==> src/rtl/adc_slave_pkg.sv <==
package adc_slave_pkg;

    typedef enum logic [2:0] {
        ST_IDLE,
        ST_READ,
        ST_RD_END,
        ST_WRITE,
        ST_WR_END
    } slave_state_e;

endpackage

==> src/rtl/sync_chain.sv <==
module sync_chain #(
    parameter int           N       = 4,
    parameter int           STAGES  = 2,
    parameter logic [N-1:0] RST_VAL = '0
) (
    input  logic         clk,
    input  logic         rst_n,
    input  logic [N-1:0] async_in,
    output logic [N-1:0] sync_out
);

    logic [N-1:0] stage_q [STAGES];

    always_ff @(posedge clk or negedge rst_n) begin
        if (!rst_n) begin
            for (int s = 0; s < STAGES; s++) stage_q[s] <= RST_VAL;
        end else begin
            stage_q[0] <= async_in;
            for (int s = 1; s < STAGES; s++) stage_q[s] <= stage_q[s-1];
        end
    end

    assign sync_out = stage_q[STAGES-1];

endmodule

==> src/rtl/tx_shift.sv <==
module tx_shift #(
    parameter int W = 10
) (
    input  logic         clk,
    input  logic         rst_n,
    input  logic         load,
    input  logic         shift,
    input  logic [W-1:0] data,
    output logic         bit_o
);

    localparam int CW = $clog2(W);

    logic [W-1:0]  sh_q;
    logic [CW-1:0] cnt_q;

    always_ff @(posedge clk or negedge rst_n) begin
        if (!rst_n) begin
            sh_q  <= '0;
            cnt_q <= '0;
        end else if (load) begin
            sh_q  <= data;
            cnt_q <= '0;
        end else if (shift && (cnt_q < CW'(W - 1))) begin
            sh_q  <= {sh_q[W-2:0], 1'b0};
            cnt_q <= cnt_q + 1'b1;
        end
    end

    assign bit_o = sh_q[W-1];

endmodule

==> src/rtl/rx_capture.sv <==
module rx_capture #(
    parameter int W = 8
) (
    input  logic         clk,
    input  logic         rst_n,
    input  logic         clear,
    input  logic         sample,
    input  logic         din,
    output logic         last,
    output logic [W-1:0] word_o
);

    localparam int CW = $clog2(W);

    logic [W-2:0]  sh_q;
    logic [CW-1:0] cnt_q;

    always_ff @(posedge clk or negedge rst_n) begin
        if (!rst_n) begin
            sh_q  <= '0;
            cnt_q <= '0;
        end else if (clear) begin
            cnt_q <= '0;
        end else if (sample) begin
            sh_q  <= {sh_q[W-3:0], din};
            cnt_q <= cnt_q + 1'b1;
        end
    end

    assign last   = sample && !clear && (cnt_q == CW'(W - 1));
    assign word_o = {sh_q, din};

endmodule

==> src/rtl/adc_serial_slave.sv <==
module adc_serial_slave
    import adc_slave_pkg::*;
#(
    parameter int RES_W       = 10,
    parameter int CTRL_W      = 8,
    parameter int SYNC_STAGES = 2
) (
    input  logic              clk,
    input  logic              rst_n,
    input  logic              cs_n,
    input  logic              rdwr,
    input  logic              sclk,
    input  logic              din,
    input  logic [RES_W-1:0]  result,
    output logic              dout,
    output logic              dout_oe,
    output logic [CTRL_W-1:0] ctrl_byte,
    output logic              ctrl_load
);

    // synchronised inputs: {din, sclk, rdwr, cs_n}; chip select resets deselected
    logic [3:0] sync_lvl;
    logic       cs_s, rw_s, sclk_s, din_s;
    logic       cs_prev, rw_prev, sclk_prev;
    logic       cs_rise, rw_rise, rw_fall, sclk_rise, sclk_fall;

    sync_chain #(
        .N       (4),
        .STAGES  (SYNC_STAGES),
        .RST_VAL (4'b0001)
    ) u_sync (
        .clk      (clk),
        .rst_n    (rst_n),
        .async_in ({din, sclk, rdwr, cs_n}),
        .sync_out (sync_lvl)
    );

    assign {din_s, sclk_s, rw_s, cs_s} = sync_lvl;

    always_ff @(posedge clk or negedge rst_n) begin
        if (!rst_n) begin
            cs_prev   <= 1'b1;
            rw_prev   <= 1'b0;
            sclk_prev <= 1'b0;
        end else begin
            cs_prev   <= cs_s;
            rw_prev   <= rw_s;
            sclk_prev <= sclk_s;
        end
    end

    assign cs_rise   =  cs_s   && !cs_prev;
    assign rw_rise   =  rw_s   && !rw_prev;
    assign rw_fall   = !rw_s   &&  rw_prev;
    assign sclk_rise =  sclk_s && !sclk_prev;
    assign sclk_fall = !sclk_s &&  sclk_prev;

    slave_state_e state_q, state_d;
    logic         seen_rise_q;
    logic         wr_last;
    logic [CTRL_W-1:0] wr_word;
    logic         rd_load, rd_shift;

    // next-state logic
    always_comb begin
        state_d = state_q;
        unique case (state_q)
            ST_IDLE: begin
                if (rw_rise && !cs_s)      state_d = ST_READ;
                else if (!rw_s && !cs_s)   state_d = ST_WRITE;
            end
            ST_READ: begin
                if (cs_rise || rw_fall)    state_d = ST_RD_END;
            end
            ST_RD_END: begin
                if (!rw_s)                 state_d = ST_IDLE;
            end
            ST_WRITE: begin
                if (rw_rise)               state_d = cs_s ? ST_IDLE : ST_READ;
                else if (cs_s)             state_d = ST_IDLE;
                else if (wr_last)          state_d = ST_WR_END;
            end
            ST_WR_END: begin
                if (rw_rise)               state_d = cs_s ? ST_IDLE : ST_READ;
            end
            default:                       state_d = ST_IDLE;
        endcase
    end

    // state register
    always_ff @(posedge clk or negedge rst_n) begin
        if (!rst_n) state_q <= ST_IDLE;
        else        state_q <= state_d;
    end

    // output and datapath control registers
    always_ff @(posedge clk or negedge rst_n) begin
        if (!rst_n) begin
            ctrl_byte   <= '0;
            ctrl_load   <= 1'b0;
            seen_rise_q <= 1'b0;
        end else begin
            ctrl_load <= 1'b0;
            if (wr_last && state_d == ST_WR_END) begin
                ctrl_byte <= wr_word;
                ctrl_load <= 1'b1;
            end
            if (rd_load)                              seen_rise_q <= 1'b0;
            else if (state_q == ST_READ && sclk_rise) seen_rise_q <= 1'b1;
        end
    end

    assign rd_load  = (state_q != ST_READ) && (state_d == ST_READ);
    assign rd_shift = (state_q == ST_READ) && seen_rise_q && sclk_fall;
    assign dout_oe  = (state_q == ST_READ);

    tx_shift #(
        .W (RES_W)
    ) u_tx (
        .clk   (clk),
        .rst_n (rst_n),
        .load  (rd_load),
        .shift (rd_shift),
        .data  (result),
        .bit_o (dout)
    );

    rx_capture #(
        .W (CTRL_W)
    ) u_rx (
        .clk    (clk),
        .rst_n  (rst_n),
        .clear  (state_q != ST_WRITE),
        .sample (state_q == ST_WRITE && sclk_rise),
        .din    (din_s),
        .last   (wr_last),
        .word_o (wr_word)
    );

endmodule

==> config.mk <==
export PLATFORM = sky130hd
export DESIGN_NAME = adc_serial_slave
export DESIGN_NICKNAME = d
export VERILOG_FILES = /design/src/rtl/adc_slave_pkg.sv /design/src/rtl/sync_chain.sv /design/src/rtl/tx_shift.sv /design/src/rtl/rx_capture.sv /design/src/rtl/adc_serial_slave.sv
export SDC_FILE = /design/constraint.sdc
export NUM_CORES = 1
export LEC_CHECK = 0
export CAP_MARGIN = 20
export CORE_MARGIN = 2
export CORE_UTILIZATION = 45
export CTS_BUF_LIST = sky130_fd_sc_hd__clkbuf_4 sky130_fd_sc_hd__clkbuf_8
export CTS_CLUSTER_DIAMETER = 100
export DETAILED_ROUTE_END_ITERATION = 12
export PLACE_DENSITY = 0.65
export SYNTH_ARGS = -nofsm -noshare
export SYNTH_HDL_FRONTEND = slang
export SYNTH_SLANG_ARGS = --single-unit
==> constraint.sdc <==
create_clock -name clk -period 2.98 [get_ports clk]
set_input_delay 0.298 -clock clk [delete_from_list [all_inputs] [get_ports clk]]
set_output_delay 0.298 -clock clk [all_outputs]
set_load 0.03 [all_outputs]
Yosys cells after proc, flatten, opt, wreduce, memory -nomap -nowiden --
Cells that the tools add are included.
Cells by class: reduce and logical (&&, ||, !) cells 29, muxes and demuxes 19, add/sub/neg operators 2, $lt $le $gt $ge 1, bitwise gates (word level) 1, equality and inequality tests 9
Operators with widths (number):
- $mux 3 | 10
- $mux 10 | 2
- $logic_and 1x1->1 | 16
- $pmux 3 s5 | 1
- $eq 3x3->1 const B | 3
- $mux 4 | 2
- $logic_not 1->1 | 7
- $eq 3x1->1 const B | 2
- $eq 3x2->1 const B | 2
- $reduce_bool 2->1 | 3
- $add 4x1->4 const B | 1
- $lt 4x4->1 const B | 1
- $mux 1 | 4
- $add 3x1->3 const B | 1
- $logic_not 3->1 | 1
- $ne 3x1->1 const B | 1
- $ne 3x2->1 const B | 1
- $reduce_and 2->1 | 1
- $logic_or 1x1->1 | 1
- $not 1->1 | 1
Storage, ports and cells: output and inout bits 11, logic and storage cells 74, input port bits 16, bits in registers 48

Logic depth before layout (Yosys ltp) --
Gate-level depths: netlist of the first run.
depth after elaboration 12, gate-level depth with buffers 9, depth with buffers taken out 7

Hierarchy --
From an unflattened synthesis of the first run, not the netlist that was laid out.
Unflattened totals: cell total of the unflattened synthesis 178, area, all modules 2167.1 µm²
Modules (own cells, without submodules):
- tx_shift | times used 1, sequential area each 350.3 µm², area an instance 737.0 µm², cells each 76
- adc_serial_slave | times used 1, sequential area each 401.6 µm², area an instance 733.2 µm², cells each 61
- rx_capture | times used 1, sequential area each 250.2 µm², area an instance 464.2 µm², cells each 29
- sync_chain | times used 1, sequential area each 202.7 µm², area an instance 232.7 µm², cells each 12

Worst setup path before layout of the first run --
OpenSTA, ideal clock, no wires.
path type register to register, from reg u_sync.stage_q, in the netlist u_sync.sync_out[0], to reg u_tx.sh_q[6], arrival 1822 ps, setup time 126 ps, path slack 1032 ps, buffers on the path 2, period minus slack after synthesis 1948 ps, stages on the path, launching flop included 8, data required time 2854 ps, cell sequence dfstp_2 and2b_1 o32ai_1 a211o_1 and2_1 buf_2 buf_6 a221o_1
Between the ends: longest elaborated chain between the ends 8, elaborated cells between the ends (all ways) 17, classes of those cells 1 x eq/ne; 9 x mux; 7 x reduce/logical
Ends and longest elaborated chain:
- start: declaration | line sync_chain.sv:12 | logic [N-1:0] stage_q [STAGES];
- $logic_not 1->1 | line adc_serial_slave.sv:69, adc_serial_slave.sv:70
- $logic_and 1x1->1 | line adc_serial_slave.sv:70 | else if (!rw_s && !cs_s) state_d = ST_WRITE;
- $mux 3 | line adc_serial_slave.sv:70
- $mux 3 | line adc_serial_slave.sv:69 | if (rw_rise && !cs_s) state_d = ST_READ;
- $pmux 3 s5 (*) | line adc_serial_slave.sv:67 | unique case (state_q)
- $eq 3x1->1 (*) | line adc_serial_slave.sv:113 | assign rd_load = (state_q != ST_READ) && (state_d == ST_READ);
- $logic_and 1x1->1 (*) | line adc_serial_slave.sv:113
- $mux 10 or $reduce_bool 2->1 (tied branches)
- end signal: assignment | line tx_shift.sv:22 | sh_q <= data;
- end signal: assignment | line tx_shift.sv:25 | sh_q <= {sh_q[W-2:0], 1'b0};
- end: declaration | line tx_shift.sv:14 | logic [W-1:0] sh_q;
Every way passes the cells marked *; elsewhere a longest branch is shown, timed or not. A chain may end at the register's enable or synchronous reset.

Worst setup path after layout of the first run --
from reg state_q[1], to out dout_oe
Between the ends: longest elaborated chain between the ends 1
Ends and longest elaborated chain:
- start: declaration | line adc_serial_slave.sv:58 | slave_state_e state_q, state_d;
- start signal: assignment | line adc_serial_slave.sv:93 | else state_q <= state_d;
- $eq 3x1->1 | line adc_serial_slave.sv:115 | assign dout_oe = (state_q == ST_READ);
- end: declaration | line adc_serial_slave.sv:16 | output logic dout_oe,
Every way passes these cells.

==> key figures, run 1 <==
Synthesis
  • Cells after Synth: 169
  • Synth Register Bits: 48
  • Ys async rst share: 100%
  • Avg Synthesized Cell Area: 11.7 sq um
  • Post-synth top area share: 57.2%
  • Most common cell in the netlist: dfrtp_1
  • Post-synth EDFFs: 0
  • Ranking of synthesized cells by area: dfrtp_1 57%, nand2_1 5.7%, a221o_1 4.6%, dfstp_2 4.0%, mux2_2 4.0%
  • Synth cell count leaders: 45 x dfrtp_1, 30 x nand2_1, 10 x and2_1, 9 x a221o_1, 9 x nor2_1
  • Synth area leader: dfrtp_1
  • Part of the Yosys area used for sequential elements: 61.2%
  • Post-synth design cell area: 1970 sq um
  • Ys Warns: 0
  • Yosys cell types: 37
  • Syn nets: 189
  • Ys flop type: dfrtp_1

STA
  • Final WS setup: 686 ps
  • Final hold slack: 351 ps
  • Peak Freq: 0.436 GHz
  • Slew Limit Fails: 0
  • Final critical-path required period: 2290 ps
  • Hold Violations, Final: 0
  • Final Cycle Share: 77.0%
  • Setup TNS: 0 ps
  • Setup Skew: 12.8 ps
  • Worst-Margin Slew: 708 ps
  • Final setup vio count: 0
  • RSZ-0062 raised after global routing: no
  • Relative slew slack: 52.8%

Critical path
  • CP Cell Sequence: or3b_1, inv_1, clkdlybuf4s50_1
  • WP data arrival: 2000 ps
  • CP Data Required Time: 2680 ps
  • Reg2Reg Depth: 5
  • R2r setup slk: 840 ps
  • Reg-to-Reg End: u_tx.sh_q[7]
  • Critical path endpoint category: primary output
  • Worst Path Max Fanout: 7
  • CP Launch Type: flop
  • Max incr delay on CP: 660 ps
  • Origin of the critical flop-to-flop path: u_sync.sync_out[0]
  • Crit Path Category: flop to primary output
  • Slowest stage cell, crit path: clkdlybuf4s50_1

Power
  • Pwr/cell area: 693 nW/um^2
  • Peak supply drop: 0.255 mV
  • Pleak: 0.00110 uW

Detailed routing
  • DRC: 0
  • DR vias/cell: 5.21
  • Wl on met1: 1720 um
  • Drt first pass iters: 4
  • Wirelength per Cell: 14.2 um
  • Total number of vias: 1317
  • Met2 Wirelength: 1700 um
  • Max layer used: met4
  • DR WL met3: 110 um
  • Post-Route WL: 3590 um
  • Iter 0 DRT Violations: 55
  • Antenna-violating nets left: 0

Placed design
  • GP Congestion: 0.831
  • Port Buf Inserts: 26
  • Pre-CTS setup slack: 846 ps
  • Placed Area: 2260 sq um
  • Hpwl dp: 2420 um

Layout
  • Register area: 1200 sq um
  • Footprint of the multi-input gates: 709 sq um
  • Area grow syn2layout: 21.0%
  • Final net count: 220
  • Layout cells sized above 1: 11.9%
  • # fillers: 354
  • Finished Cell Area: 2380 sq um
  • # diodes: 0

Run
  • Max Cap Viol: 0

Clock tree
  • CTS Sinks: 48
  • Post-CTS Setup Inserts: 0
  • Post_cts resized: 0
  • CTS buffer count: 5
  • Reg clk slew, reported paths: 90 ps
  • Hold-fix buffers at CTS: 0
  • CTS tree: yes
  • Root Buffer: clkbuf_8
  • Max Buffers Root-to-Sink: 2
  • H-tree levels: 2
  • Clk_lat worst skew: 300 ps

Floorplan
  • # IOs: 27
  • Initial Util: 45.9%
  • Cell row count: 24
  • Die width: 70.2 um
  • Vert. Die Dim: 70.2 um
  • Die area: 4920 sq um
  • Core area: 4290 sq um

Hold path
  • Hold Path Origin: u_sync.stage_q[5]
  • Worst Hold Class: flop to flop
  • Hold endpoint: u_sync.sync_out[1]
  • WHS Path Cells: 0

GRT
  • Vias in the first global route: 1364
  • Gr ovfl total: 0
  • Largest net degree at the start of global routing: 49
  • All-Layer GR Usage: 15.8%
  • Antenna violations before repair: 0
  • Global-route wire length before repair: 6200 um

Outcome
  • Status: completed
state kept, by name, summed over array words and instances (netlist names):
signal           count
state_q              3
u_rx.cnt_q           3
ctrl_load            1
cs_prev              1
seen_rise_q          1
u_rx.sh_q            7
rw_prev              1
u_sync.stage_q       4
u_tx.sh_q           10
ctrl_byte            8
u_tx.cnt_q           4
sclk_prev            1
u_sync.sync_out      4
critical path: cells and delay by family, from the launching register on:
family | cells | cell delay (ps)
buffers and inverters | 2 | 760
and+or+nand+nor | 1 | 490
DFF | 1 | 460
worst max path at each step:
stage,from,to,slack [ps],depth (start not counted)
2_1_floorplan,u_sync.sync_out[0],u_tx.sh_q[6],1030,7
3_3_place_gp,u_sync.sync_out[0],u_tx.sh_q[3],930,5
3_5_place_dp,u_sync.sync_out[0],u_tx.sh_q[1],850,5
4_1_cts,state_q[1],dout_oe,680,3
5_1_grt,state_q[1],dout_oe,600,3
6_report,state_q[1],dout_oe,690,3
per-layer routing:
| layer | vias up | global-route usage [%] |
|---|---|---|
| met5 | - | 0 |
| met1 | 649 | 21.2 |
| met4 | 0 | 4.91 |
| met3 | 7 | 4.18 |
| li1 | 638 | - |
| met2 | 23 | 25.2 |
power by group:
group          switching (uW)  leakage [uW]  internal (uW)  total [uW]
sequential               88.8      0.000619            775         864
combinational             202      0.000437            197         399
clock                     214     0.0000446            173         388
final cells by class:
type                    instances  area share [%]
flip-flops and latches         48            50.6
multi-input cells             110            29.8
repair buffers                 29            12.3
clock buffers                   6            3.20
well taps                      52            2.73
inverters                       6           0.945
clock inverters                 2           0.525
metrics by stage:
stage | util [%] | std cells | total power [uW]
global placement | 52.7 | 243 | 1250
CTS | 54.8 | 251 | 1660
floorplan | - | 169 | 1160
finish | 55.5 | 253 | 1650
global route | 55.5 | 253 | 1750
detailed placement | 52.7 | 243 | 1270
layout by cell type (no fill, tap or decap), drive strengths merged, types with 3 or more instances in the layout:
cell type / instances
dfrtp: 45
nand2: 30
clkdlybuf4s50: 25
and2: 10
nor2: 9
a221o: 9
mux2: 7
a21oi: 6
clkbuf: 6
inv: 5
nand2b: 4
ha: 4
nor3: 3
nor2b: 3
o21ai: 3
dfstp: 3
buf: 3
cell families after synthesis:
kind of cell,count (synthesis),share of synthesized area (%)
buffers and inverters,11,2.80
muxes,7,4.00
xor gates and xnor gates,3,1.33
adders and majority gates,4,2.54
DFF,48,61.2
and+or+nand+nor,68,17.2
AOI/OAI and AO/OA,28,11.0
No activity file was read; power rests on OpenSTA's default activity.
==> run 2, diff against run 1 <==
Clock period 2.98 ns to 2.2 ns, I/O delays scaled along.
==> run 2 against run 1 <==
  * Routed wire length is 4.7% higher
  * Cell count is 1.6% higher
  * Largest power group unchanged
  * Worst setup slack worse by 530 ps
  * Global-route usage is 1.6 points higher
  * First-iteration DRC count is 140% higher
  * Sequential cell count stayed put
  * Worst hold slack worse by 29 ps
  * Sequential share of layout area is 0.96 points lower
  * Clock power is 65% higher
==> key figures, run 2 (same netlist as run 1, synthesis figures left out) <==
Outcome
  • Status: completed

Floorplan
  • Die area: 4920 sq um
  • # IOs: 27
  • Cell row count: 24
  • Vert. Die Dim: 70.2 um
  • Die width: 70.2 um
  • Initial Util: 45.9%
  • Core area: 4290 sq um

STA
  • Worst-Margin Slew: 483 ps
  • Final Cycle Share: 93.0%
  • Hold Violations, Final: 0
  • Final critical-path required period: 2050 ps
  • Setup TNS: 0 ps
  • Setup Skew: 6.59 ps
  • Peak Freq: 0.489 GHz
  • Slew Limit Fails: 0
  • Final setup vio count: 0
  • Relative slew slack: 67.8%
  • RSZ-0062 raised after global routing: no

Layout
  • # fillers: 364
  • Register area: 1200 sq um
  • Largest Register: u_tx.sh_q
  • Footprint of the multi-input gates: 713 sq um
  • Area grow syn2layout: 23.4%
  • Final net count: 224
  • Post-layout util: 56.6%
  • Most frequent cells in the layout: 45 x dfrtp_1, 30 x nand2_1, 24 x clkdlybuf4s50_1, 10 x and2_1
  • Max reg flops: 10
  • # diodes: 0
  • Commonest non-fill, non-tap cell in the layout: dfrtp_1
  • Largest registers: u_tx.sh_q: 10 flops, ctrl_byte: 8 flops, u_rx.sh_q: 7 flops
  • Layout cells sized above 1: 14.1%

Critical path
  • Slowest stage cell, crit path: dfstp_2
  • Critical path endpoint category: flop
  • CP Launch Type: flop
  • CP Cell Sequence: and2b_1, o32ai_1, a211o_1, and2_1, buf_4, a221o_1
  • Crit Path Category: flop to flop
  • WP data arrival: 2240 ps
  • CP Data Required Time: 2390 ps
  • Max incr delay on CP: 600 ps
  • Worst Path Max Fanout: 14
  • Origin of the critical flop-to-flop path: u_sync.sync_out[0]
  • Crit path launch: u_sync.sync_out[0]

Placed design
  • Port Buf Inserts: 26
  • GP Congestion: 0.796
  • Hpwl dp: 2600 um

Clock tree
  • Post-CTS Setup Inserts: 0
  • H-tree levels: 2
  • Root Buffer: clkbuf_8
  • Clk_lat worst skew: 300 ps
  • Max Buffers Root-to-Sink: 2
  • CTS Sinks: 48
  • Reg clk slew, reported paths: 90 ps
  • CTS buffer count: 5
  • CTS tree: yes

Power
  • Total Power: 2360 uW
  • Peak supply drop: 0.483 mV
  • Pleak: 0.00113 uW
  • Pwr/cell area: 972 nW/um^2

Detailed routing
  • Wirelength per Cell: 14.6 um
  • DRC: 0
  • Iter 0 DRT Violations: 130
  • Total number of vias: 1367
  • Drt first pass iters: 4
  • DR vias/cell: 5.32
  • Post-Route WL: 3760 um
  • Antenna-violating nets left: 0

GRT
  • Gr ovfl total: 0
  • Antenna violations before repair: 0
  • All-Layer GR Usage: 17.4%
  • Global-route wire length before repair: 6590 um
  • GR Layer Usage met3: 5.19%
  • Met2 Resource Use GR: 27.1%
  • Largest net degree at the start of global routing: 22
  • Vias in the first global route: 1435
  • GR peak layer: met2
  • Grt met1 use: 22.2%

Hold path
  • Worst Hold Class: input port to flop
  • Hold Path Origin: cs_n

Run
  • Max Cap Viol: 0
==> run 2: cell count changes in the layout (fill, tap and decap cells not counted), sizes merged <==
cell / previous run / this run
dlygate4sd2: 0 / 1
clkbuf: 6 / 5
bufinv: 0 / 1
clkdlybuf4s50: 25 / 24
buf: 3 / 7
inv: 5 / 6
clkinv: 2 / 1
==> run 2: path summary, 6_finish.rpt <==
kind,endpoint,slack (ps),cells past startpoint
worst min register to register,u_sync.sync_out[2],350,0
max in group asynchronous,u_sync.stage_q[4],1160,3
worst max-delay path,u_tx.sh_q[5],150,6
worst min-delay path,u_sync.stage_q[4],320,1
min in group asynchronous,state_q[1],400,2
worst max register to register,u_tx.sh_q[5],150,6
==> run 2: timing repair <==
action	CTS	global route
pin swaps	0	0
gates resized for setup	1	1
endpoints found under the hold margin	17	0
hold buffers	1	0
setup endpoints to repair	1	9
==> run 2: cell type report <==
class	instances	area share (%)
inverter	6	0.927
tap	52	2.68
clock buffer	5	2.83
multi-input combinational	110	29.4
timing repair buffer	33	12.7
clock inverter	3	1.91
sequential	48	49.6
==> run 2: report_power, final <==
group	switching, uW	total, uW	leakage (uW)	internal (uW)
combinational	282	557	0.000456	275
sequential	117	1170	0.000619	1050
clock	296	639	0.0000548	342
total	696	2360	0.00113	1670
==> run 2: per-stage QoR <==
stage,cell area (sq um),instances,worst slack [ps],hold slack (ps)
floorplan,1970,169,252,-75.6
global placement,2300,248,220,203
detailed placement,2300,248,103,204
CTS,2430,257,81.2,305
global route,2430,257,52.7,301
finish,2430,257,155,322
==> run 2: critical path, delay by kind of cell (launching register included) <==
kind	cells	cell delay (ps)
buf+inv	1	190
simple gates	2	350
compound gates	3	800
flops	1	600
==> run 2: layer usage <==
layer | vias up | wire length, um
met1 | 689 | 1720
li1 | 647 | -
met3 | 4 | 149
met5 | - | 0
met2 | 27 | 1830
met4 | 0 | 61
==> run 3, diff against run 2 <==
Settings changed: CORE_MARGIN 2 to 5.
==> run 3 against run 2 <==
  * The run now ends with hold timing left
  * Clock power barely moved
  * Count of clock-buffer cells in the layout did not move
  * First-iteration DRC count rose by 15%
  * Die area rose by 18%
  * Combinational power fell by 1%
  * Highest routed layer unchanged
  * Critical path depth did not move
  * Fmax fell by 1.8%
  * Via count fell by 0.29%
  * Routed wire length rose by 1.4%
  * Global-route usage fell by 3.0 points
==> key figures, run 3 (same netlist as run 1, synthesis figures left out) <==
Outcome
  • Status: complete, but fails checks
  • Violated checks: hold timing

Clock tree
  • Clk_lat worst skew: 290 ps
  • Post-CTS Setup Inserts: 0
  • H-tree levels: 2
  • CTS buffer count: 5
  • Max Buffers Root-to-Sink: 2
  • Reg clk slew, reported paths: 90 ps
  • Root Buffer: clkbuf_8
  • Hold-fix buffers at CTS: 0
  • CTS Sinks: 48
  • CTS tree: yes

Detailed routing
  • Total number of vias: 1363
  • Antenna-violating nets left: 0
  • Post-Route WL: 3810 um
  • DR vias/cell: 5.35
  • Drt first pass iters: 4
  • DRC: 0
  • Wirelength per Cell: 14.9 um
  • Iter 0 DRT Violations: 149

Layout
  • Largest Register: u_tx.sh_q
  • # fillers: 362
  • # diodes: 0
  • Final net count: 222
  • Area grow syn2layout: 22.5%
  • Max reg flops: 10
  • Layout cells sized above 1: 13.8%
  • Largest registers: u_tx.sh_q: 10 flops, ctrl_byte: 8 flops, u_rx.sh_q: 7 flops
  • Most frequent cells in the layout: 45 x dfrtp_1, 30 x nand2_1, 24 x clkdlybuf4s50_1, 10 x and2_1
  • Commonest non-fill, non-tap cell in the layout: dfrtp_1

Placed design
  • Port Buf Inserts: 26
  • GP Congestion: 0.875
  • Hpwl dp: 2730 um

Critical path
  • Origin of the critical flop-to-flop path: u_sync.sync_out[0]
  • CP Data Required Time: 2380 ps
  • WP data arrival: 2260 ps
  • Crit Path Category: flop to flop
  • Critical path endpoint category: flop
  • CP Launch Type: flop
  • Crit path launch: u_sync.sync_out[0]
  • Worst Path Max Fanout: 15

GRT
  • Vias in the first global route: 1397
  • GR Layer Usage met3: 4.14%
  • All-Layer GR Usage: 14.4%
  • Grt met1 use: 18.4%
  • Antenna violations before repair: 0
  • GR peak layer: met2
  • Gr ovfl total: 0
  • Global-route wire length before repair: 6800 um
  • Met2 Resource Use GR: 23.7%
  • Largest net degree at the start of global routing: 37

STA
  • Worst-Margin Slew: 779 ps
  • Setup Skew: 7.20 ps
  • Hold Violations, Final: 2
  • Final hold slack: -5.20 ps
  • Setup TNS: 0 ps
  • Final Cycle Share: 94.7%
  • Peak Freq: 0.480 GHz
  • Final setup vio count: 0
  • RSZ-0062 raised after global routing: no
  • Final critical-path required period: 2080 ps
  • Slew Limit Fails: 0
  • Relative slew slack: 48.0%

Floorplan
  • # IOs: 27
  • Initial Util: 45.9%
  • Core area: 4290 sq um
  • Vert. Die Dim: 76.2 um
  • Cell row count: 24
  • Die area: 5800 sq um
  • Die width: 76.2 um

Power
  • Pleak: 0.00112 uW
  • Pwr/cell area: 981 nW/um^2
  • Peak supply drop: 0.432 mV
  • Total Power: 2370 uW

Hold path
  • Worst Hold Class: input port to async pin

Run
  • Max Cap Viol: 0
==> run 3: cell types whose count changed in the layout (fill, tap and decap cells not counted), sizes merged <==
cell,delta
buf,-1
dlygate4sd3,-1
==> run 3: critical path, stage by stage (launching register included) <==
cell,delay [ps]
dfstp_2,600
and2b_1,200
o32ai_1,100
a211o_1,360
and2_1,150
buf_4,180
a221o_1,370
==> run 3: per-stage QoR <==
step	utilization, %	hold WS (ps)	instances	cell area, sq um	worst slack (ps)
floorplan	-	-75.6	169	1970	252
global placement	53.4	334	247	2290	242
detailed placement	53.4	336	247	2290	68.8
CTS	56.1	17.7	255	2410	51.3
global route	56.2	65.8	255	2410	40.3
finish	56.2	-5.20	255	2410	117
==> run 3: report_power, final <==
part           leakage, uW  total [uW]  switching (uW)  internal, uW
registers         0.000619        1180             131          1050
logic             0.000447         549             278           272
clock network    0.0000548         637             294           342
==> run 3: metal layers <==
layer  wire length (um)  up-vias
met4                 14        0
met2               1920       30
met5                  0        -
met1               1700      685
met3                165        2
li1                   -      646
==> run 3: worst paths after layout <==
| path | endpoint | slack [ps] | depth (start not counted) |
|---|---|---|---|
| max reg2reg | u_tx.sh_q[9] | 120 | 6 |
| min | state_q[1] | -5 | 1 |
| min reg2reg | u_sync.sync_out[1] | 350 | 0 |
| min in group clk | u_sync.stage_q[4] | 330 | 1 |
| max in group asynchronous | u_rx.cnt_q[0] | 1530 | 2 |
| max | u_tx.sh_q[9] | 120 | 6 |
==> run 3: layout make-up <==
type	instances	area [sq um]	share of cell area, %
sequential	48	1200	49.9
clock inverter	3	46.3	1.92
timing repair buffer	31	292	12.1
multi-input combinational	110	713	29.6
tap	52	65.1	2.70
clock buffer	5	68.8	2.85
inverter	6	22.5	0.934
==> run 3: timing repair <==
action,CTS,global route
gates resized for setup,1,1
hold endpoints to repair,0,0
setup endpoints to repair,1,9
